### src/rtl/xbar_pkg.sv
package xbar_pkg;

  localparam int XB_REGION_W = 4;

  typedef struct packed {
    logic       hit;
    logic [2:0] idx;
  } xb_route_t;

  // upper-address region to slave index
  function automatic xb_route_t xb_decode(input logic [XB_REGION_W-1:0] region);
    xb_route_t r;
    r.hit = 1'b1;
    r.idx = 3'd0;
    case (region)
      4'h0: r.idx = 3'd0;
      4'h2: r.idx = 3'd1;
      4'h4: r.idx = 3'd2;
      4'hC: r.idx = 3'd3;
      4'hF: r.idx = 3'd4;
      default: r.hit = 1'b0;
    endcase
    return r;
  endfunction

endpackage

### src/rtl/xbar_addr_dec.sv
module xbar_addr_dec
  import xbar_pkg::*;
#(
  parameter int NS = 5
) (
  input  logic [XB_REGION_W-1:0] region,
  output logic                   hit,
  output logic [NS-1:0]          sel
);
  xb_route_t rt;

  always_comb begin
    rt  = xb_decode(region);
    hit = rt.hit;
    sel = '0;
    if (rt.hit) sel[rt.idx] = 1'b1;
  end
endmodule

### src/rtl/xbar_slave_arb.sv
module xbar_slave_arb #(
  parameter int NM = 4,
  parameter int PW = 2,
  localparam int IW = (NM > 1) ? $clog2(NM) : 1
) (
  input  logic             clk,
  input  logic             rst_n,
  input  logic             fixed_mode,
  input  logic [NM*PW-1:0] prio,
  input  logic [NM-1:0]    req,
  input  logic [NM-1:0]    last,
  input  logic             s_ready,
  output logic [NM-1:0]    gnt,
  output logic             locked
);
  logic [IW-1:0] owner, last_id, pick, gnt_idx, nxt_id;
  logic          gnt_any, new_grant, xfer_end;

  function automatic logic [IW-1:0] rr_pick(input logic [NM-1:0] r,
                                            input logic [IW-1:0] from);
    logic [IW-1:0] res;
    logic          found;
    res   = from;
    found = 1'b0;
    for (int k = 1; k <= NM; k++) begin
      int idx;
      idx = (int'(from) + k) % NM;
      if (!found && r[idx]) begin
        res   = IW'(idx);
        found = 1'b1;
      end
    end
    return res;
  endfunction

  function automatic logic [IW-1:0] fixed_pick(input logic [NM-1:0]    r,
                                               input logic [NM*PW-1:0] p);
    logic [IW-1:0] res;
    logic [PW-1:0] best;
    logic          found;
    res   = '0;
    best  = '0;
    found = 1'b0;
    for (int i = 0; i < NM; i++) begin
      if (r[i] && (!found || p[i*PW +: PW] > best)) begin
        res   = IW'(i);
        best  = p[i*PW +: PW];
        found = 1'b1;
      end
    end
    return res;
  endfunction

  always_comb begin
    pick      = fixed_mode ? fixed_pick(req, prio) : rr_pick(req, last_id);
    gnt_idx   = locked ? owner : pick;
    gnt_any   = locked || (|req);
    new_grant = !locked && (|req);
    gnt       = '0;
    if (gnt_any) gnt[gnt_idx] = 1'b1;
    xfer_end  = gnt_any && req[gnt_idx] && s_ready && last[gnt_idx];
    nxt_id    = IW'((int'(last_id) + 1) % NM);
  end

  always_ff @(posedge clk or negedge rst_n) begin
    if (!rst_n) begin
      locked  <= 1'b0;
      owner   <= '0;
      last_id <= IW'(NM - 1);
    end else begin
      if (new_grant) last_id <= pick;
      if (xfer_end) begin
        locked <= 1'b0;
      end else if (new_grant) begin
        locked <= 1'b1;
        owner  <= pick;
      end
    end
  end


  gnt_onehot_chk: assert property (@(posedge clk) disable iff (!rst_n)
    $onehot0(gnt));


  owner_hold_chk: assert property (@(posedge clk) disable iff (!rst_n)
    (locked && !xfer_end) |=> (locked && gnt == $past(gnt)));


  lock_take_chk: assert property (@(posedge clk) disable iff (!rst_n)
    (new_grant && !xfer_end) |=> locked);


  rr_next_chk: assert property (@(posedge clk) disable iff (!rst_n)
    (!fixed_mode && new_grant && req[nxt_id]) |-> gnt[nxt_id]);
endmodule

### src/rtl/xbar_switch.sv
module xbar_switch
  import xbar_pkg::*;
#(
  parameter int NM = 4,
  parameter int NS = 5,
  parameter int AW = 32,
  parameter int DW = 64,
  parameter int NDW = 32,
  parameter int PW = 2,
  parameter logic [NS-1:0] NARROW = 5'b11000
) (
  input  logic             clk,
  input  logic             rst_n,
  input  logic             cfg_fixed,
  input  logic [NM*PW-1:0] cfg_prio,
  input  logic [NM-1:0]    m_valid,
  output logic [NM-1:0]    m_ready,
  input  logic [NM*AW-1:0] m_addr,
  input  logic [NM-1:0]    m_write,
  input  logic [NM*DW-1:0] m_wdata,
  input  logic [NM-1:0]    m_last,
  output logic [NM*DW-1:0] m_rdata,
  output logic [NM-1:0]    m_err,
  output logic [NS-1:0]    s_valid,
  input  logic [NS-1:0]    s_ready,
  output logic [NS*AW-1:0] s_addr,
  output logic [NS-1:0]    s_write,
  output logic [NS*DW-1:0] s_wdata,
  output logic [NS-1:0]    s_last,
  input  logic [NS*DW-1:0] s_rdata
);
  localparam logic [DW-1:0] NMASK = DW'({NDW{1'b1}});

  logic [NM-1:0] hit;
  logic [NS-1:0] sel  [NM];
  logic [NM-1:0] req  [NS];
  logic [NM-1:0] gnt  [NS];
  logic [NS-1:0] busy;

  function automatic logic [DW-1:0] fit(input logic [DW-1:0] d, input logic narrow);
    return narrow ? (d & NMASK) : d;
  endfunction

  for (genvar gm = 0; gm < NM; gm++) begin : g_dec
    xbar_addr_dec #(.NS(NS)) u_dec (
      .region (m_addr[gm*AW + AW - XB_REGION_W +: XB_REGION_W]),
      .hit    (hit[gm]),
      .sel    (sel[gm])
    );
  end

  always_comb begin
    for (int s = 0; s < NS; s++)
      for (int m = 0; m < NM; m++)
        req[s][m] = m_valid[m] & hit[m] & sel[m][s];
  end

  for (genvar gs = 0; gs < NS; gs++) begin : g_arb
    xbar_slave_arb #(.NM(NM), .PW(PW)) u_arb (
      .clk        (clk),
      .rst_n      (rst_n),
      .fixed_mode (cfg_fixed),
      .prio       (cfg_prio),
      .req        (req[gs]),
      .last       (m_last),
      .s_ready    (s_ready[gs]),
      .gnt        (gnt[gs]),
      .locked     (busy[gs])
    );
  end

  // slave side: OR-mux of the granted master
  always_comb begin
    s_valid = '0;
    s_addr  = '0;
    s_write = '0;
    s_wdata = '0;
    s_last  = '0;
    for (int s = 0; s < NS; s++) begin
      for (int m = 0; m < NM; m++) begin
        if (gnt[s][m] && req[s][m]) begin
          s_valid[s]          = 1'b1;
          s_addr[s*AW +: AW]  = m_addr[m*AW +: AW];
          s_write[s]          = m_write[m];
          s_wdata[s*DW +: DW] = fit(m_wdata[m*DW +: DW], NARROW[s]);
          s_last[s]           = m_last[m];
        end
      end
    end
  end

  // master side: handshake and read data back along the owned path
  always_comb begin
    m_ready = '0;
    m_err   = '0;
    m_rdata = '0;
    for (int m = 0; m < NM; m++) begin
      if (m_valid[m] && !hit[m]) begin
        m_ready[m] = 1'b1;
        m_err[m]   = 1'b1;
      end
      for (int s = 0; s < NS; s++) begin
        if (gnt[s][m] && req[s][m]) begin
          m_ready[m]          = s_ready[s];
          m_rdata[m*DW +: DW] = fit(s_rdata[s*DW +: DW], NARROW[s]);
        end
      end
    end
  end

  for (genvar gm = 0; gm < NM; gm++) begin : g_mchk

    unmapped_resp_chk: assert property (@(posedge clk) disable iff (!rst_n)
      (m_valid[gm] && !hit[gm]) |-> (m_ready[gm] && m_err[gm]));
  end

  for (genvar gs = 0; gs < NS; gs++) begin : g_schk

    idle_pass_chk: assert property (@(posedge clk) disable iff (!rst_n)
      ((|req[gs]) && !busy[gs]) |-> s_valid[gs]);

    no_phantom_chk: assert property (@(posedge clk) disable iff (!rst_n)
      s_valid[gs] |-> (|m_valid));
  end
endmodule

### config.mk
export PLATFORM = sky130hd
export DESIGN_NAME = xbar_switch
export DESIGN_NICKNAME = d
export VERILOG_FILES = /design/src/rtl/xbar_pkg.sv /design/src/rtl/xbar_addr_dec.sv /design/src/rtl/xbar_slave_arb.sv /design/src/rtl/xbar_switch.sv
export SDC_FILE = /design/constraint.sdc
export NUM_CORES = 1
export LEC_CHECK = 0
export ABC_AREA = 1
export CAP_MARGIN = 20
export CORE_AREA = 2 2 588 590
export DETAILED_ROUTE_END_ITERATION = 16
export DIE_AREA = 0 0 590 592
export PLACE_DENSITY = 0.32
export SLEW_MARGIN = 20
export SYNTH_ARGS = -nofsm -noshare
export SYNTH_HDL_FRONTEND = slang
export SYNTH_SLANG_ARGS = --single-unit
### constraint.sdc
create_clock -name clk -period 8.5 [get_ports clk]
set_input_delay 1.7 -clock clk [delete_from_list [all_inputs] [get_ports clk]]
set_output_delay 1.7 -clock clk [all_outputs]
set_load 0.01 [all_outputs]
==> metrics.md <==
| Metric | Value |
|---|---|
| Vias in the first global route | 41630 |
| Seq cells post-synth | 25 |
| Worst setup EP type | primary output |
| Pwr per Cell Area | between 70 and 80 nW/um^2 |
| Max Slew Vio Count | 0 |
| WL final | between 300 and 400 mm |
| DRC Markers | 0 |
| Layout area overhead | 155.1% |
| Ys async rst share | 100.0% |
| Required time of the critical path | roughly 6.8 ns |
| Area leader, netlist | nand2_1 |
| Critical path's most frequent cell | buf_4 |
| Total number of vias | ~46000 |
| Antenna violations before repair | around 260 |
| Max Clk Rate | approximately 0.12 GHz |
| Layout cell share with drive strength beyond 1 | 29.82% |
| Count leader, synth | nand2_1 |
| Fin util | approximately 16% |
| Fill cells | 39290 |
| Max-Cap Viols | 0 |
| WP data arrival | approximately 6.9 ns |
| Gr usage total | 20.90% |
| Number of port buffers | between 1000 and 1500 |
| Clock-pin slew on the worst setup and hold paths | roughly 0.080 ns |
| Die area | 349300 sq um |
| Core Rows | 215 |
| Initial Util | 6.431% |
| Total gr overflow | 0 |
| Post-synth top area share | 46.12% |
| Final setup viols | 13 |
| GP Congestion | around 0.96 |
| DRT antenna net count | 0 |
| Post-DP HPWL | 317.2 mm |
| Final nets | 7749 |
| Slew headroom | 14.45% |
| Critical path peak fanout | 5 |
| Crit start category | primary input |
| Run status | finished with violations |
| CTS tree | yes |
| Worst Clk Skew | between 0.01 and 0.015 ns |
| Violated checks | setup timing |
| Synth Warn # | 0 |
| Number of synthesized flops with an enable pin | 0 |
| Minimum clock period | approximately 8.6 ns |
| Post-route cell area | about 56000 sq um |
| Finished Layout Cells | around 12000 |
| Clk buf depth | 2 |
| Fin crit share | 101.7% |
| Clk Latency, worst-skew pair | around 0.29 ns |
| First drt pass iteration count | 7 |
| Place WS | -1.321 ns |
| Core footprint | about 340000 sq um |
| First-pass GRT wire length | between 400 and 500 mm |
| Root buffer cell | clkbuf_16 |
| Die width | roughly 600 um |
| Num Clock Sinks | 25 |
| Fin Setup TNS | -0.5080 ns |
| Worst Tran Pin Value | 1.273 ns |
| Max VDD drop | around 120 uV |
| Mapped cell area | ~22000 sq um |
| Leakage | approximately 26 nW |
| Slowest stage delay, CP | 0.42 ns |
| Primary FF master, synth | dfrtp_1 |
| Distinct cells, synth | between 40 and 50 |
| Largest net degree at the start of global routing | 36 |
| H-tree depth | 1 |
| RSZ-0062 raised after global routing | yes |
| Mean post-synth cell area | between 4 and 5 sq um |
| Final WS setup | -0.1429 ns |
| Hold Violations, Final | 0 |
| Worst Path Class, Setup | primary input to primary output |
| Slowest CP cell | nand4_1 |
| Dpl cells | roughly 11000 |
| Top cells by count, synth | nand2_1 (2706), nand4_1 (504), inv_1 (287) |
| Hold WS | between 0.4 and 0.5 ns |
| Die H | between 500 and 600 um |
| I/O Pins | about 1500 |
| Synth area leaders | nand2_1 (46%), nand4_1 (14%), nand3_1 (5.4%) |
| Tot Pwr | 4.449 mW |
| Post-synthesis sequential area ratio | under 10% |
| HP Class | register to register |
| Initial DRC count | roughly 4400 |
| Post-DR vias/cell | around 3.9 |
| DR WL/cell | between 30 and 40 um |
| Synth Instances | between 4000 and 5000 |
| Post-DP Area | 47480 sq um |
| TritonCTS Buffers | 3 |
## layer usage
| metal | global-route usage [%] | routed length (um) | up-vias |
|---|---|---|---|
| met1 | 26.97 | 167200 | 22280 |
| li1 | - | - | 19960 |
| met5 | 0 | 993 | - |
| met4 | 4.799 | 14020 | 146 |
| met2 | 32.36 | 166500 | 2683 |
| met3 | 8.279 | 43320 | 594 |
## power by group
group / switching, mW / internal [mW] / total, mW
sequential: 0.0674 / 0.190 / 0.257
clock: 0.0637 / 0.0644 / 0.128
combinational: 2.27 / 1.80 / 4.06
total: 2.40 / 2.05 / 4.45
## cell type report
cell class	instances	area [sq um]	share of cell area (%)
flip-flops and latches	25	638.1	1.136
clock inverters	1	5.005	0.008908
clock buffers	3	75.07	0.1336
diodes	92	230.2	0.4098
repair inverters	1	11.26	0.02004
multi-input cells	4218	20680	36.80
inverters	301	1267	2.256
repair buffers	2437	27580	49.08
well taps	4557	5702	10.15
## final timing paths
check,to,cells past startpoint,start,slack [ns]
min in group asynchronous,g_arb[1].u_arb.owner[1]$_DFFE_PN0P_,1,rst_n,1.49
min,g_arb[4].u_arb.owner[1]$_DFFE_PN0P_,2,g_arb[4].u_arb.owner[1]$_DFFE_PN0P_,0.49
max reg2reg,g_arb[1].u_arb.owner[0]$_DFFE_PN0P_,40,g_arb[1].u_arb.last_id[0]$_DFFE_PN1P_,3.04
max in group asynchronous,g_arb[3].u_arb.owner[0]$_DFFE_PN0P_,1,rst_n,6.52
max,s_wdata[73],44,m_addr[28],-0.14
min reg2reg,g_arb[4].u_arb.owner[1]$_DFFE_PN0P_,2,g_arb[4].u_arb.owner[1]$_DFFE_PN0P_,0.49
## critical path: cells and delay by family
kind | cells | cell delay [ns]
buffers and inverters | 21 | 2.53
AND/OR/NAND/NOR | 16 | 1.56
AO/OA/AOI/OAI | 5 | 0.61
adder cells (fa/ha/maj) | 2 | 0.50
## registers in the layout, summed over array words and instances, names as in the netlist
register             count
g_arb.u_arb.last_id     10
g_arb.u_arb.owner       10
g_arb.u_arb.locked       5
## logic make-up after synthesis
logic type	Yosys count	synth area share, %
DFF	25	2.898
muxes	1	0.04545
buffers and inverters	686	14.45
adders and majority gates	30	1.704
AOI/OAI and AO/OA	316	7.369
xor gates and xnor gates	3	0.1193
and+or+nand+nor	3792	73.39
other	1	0.01703
## placed cells by master (no fill, tap or decap), types with 157 or more instances in the layout
cell type        netlist  final
nand2_2               13    157
clkdlybuf4s50_1        0    681
nand2_1             2706   2499
nand3_1              239    164
buf_6                  1    215
inv_1                287    254
dlygate4sd2_1          0    159
buf_4                103    695
nor2_1               253    187
nand4_1              504    504
buf_12                 0    359
## repair_timing
action | 4_1_cts | 5_1_grt
hold buffers | 0 | 0
gates cloned | 35 | 24
endpoints found under the setup margin | 679 | 676
pin swaps | 152 | 277
gates resized for setup | 1074 | 1228
setup buffers | 282 | 180
(Power assumes the default switching activity.)
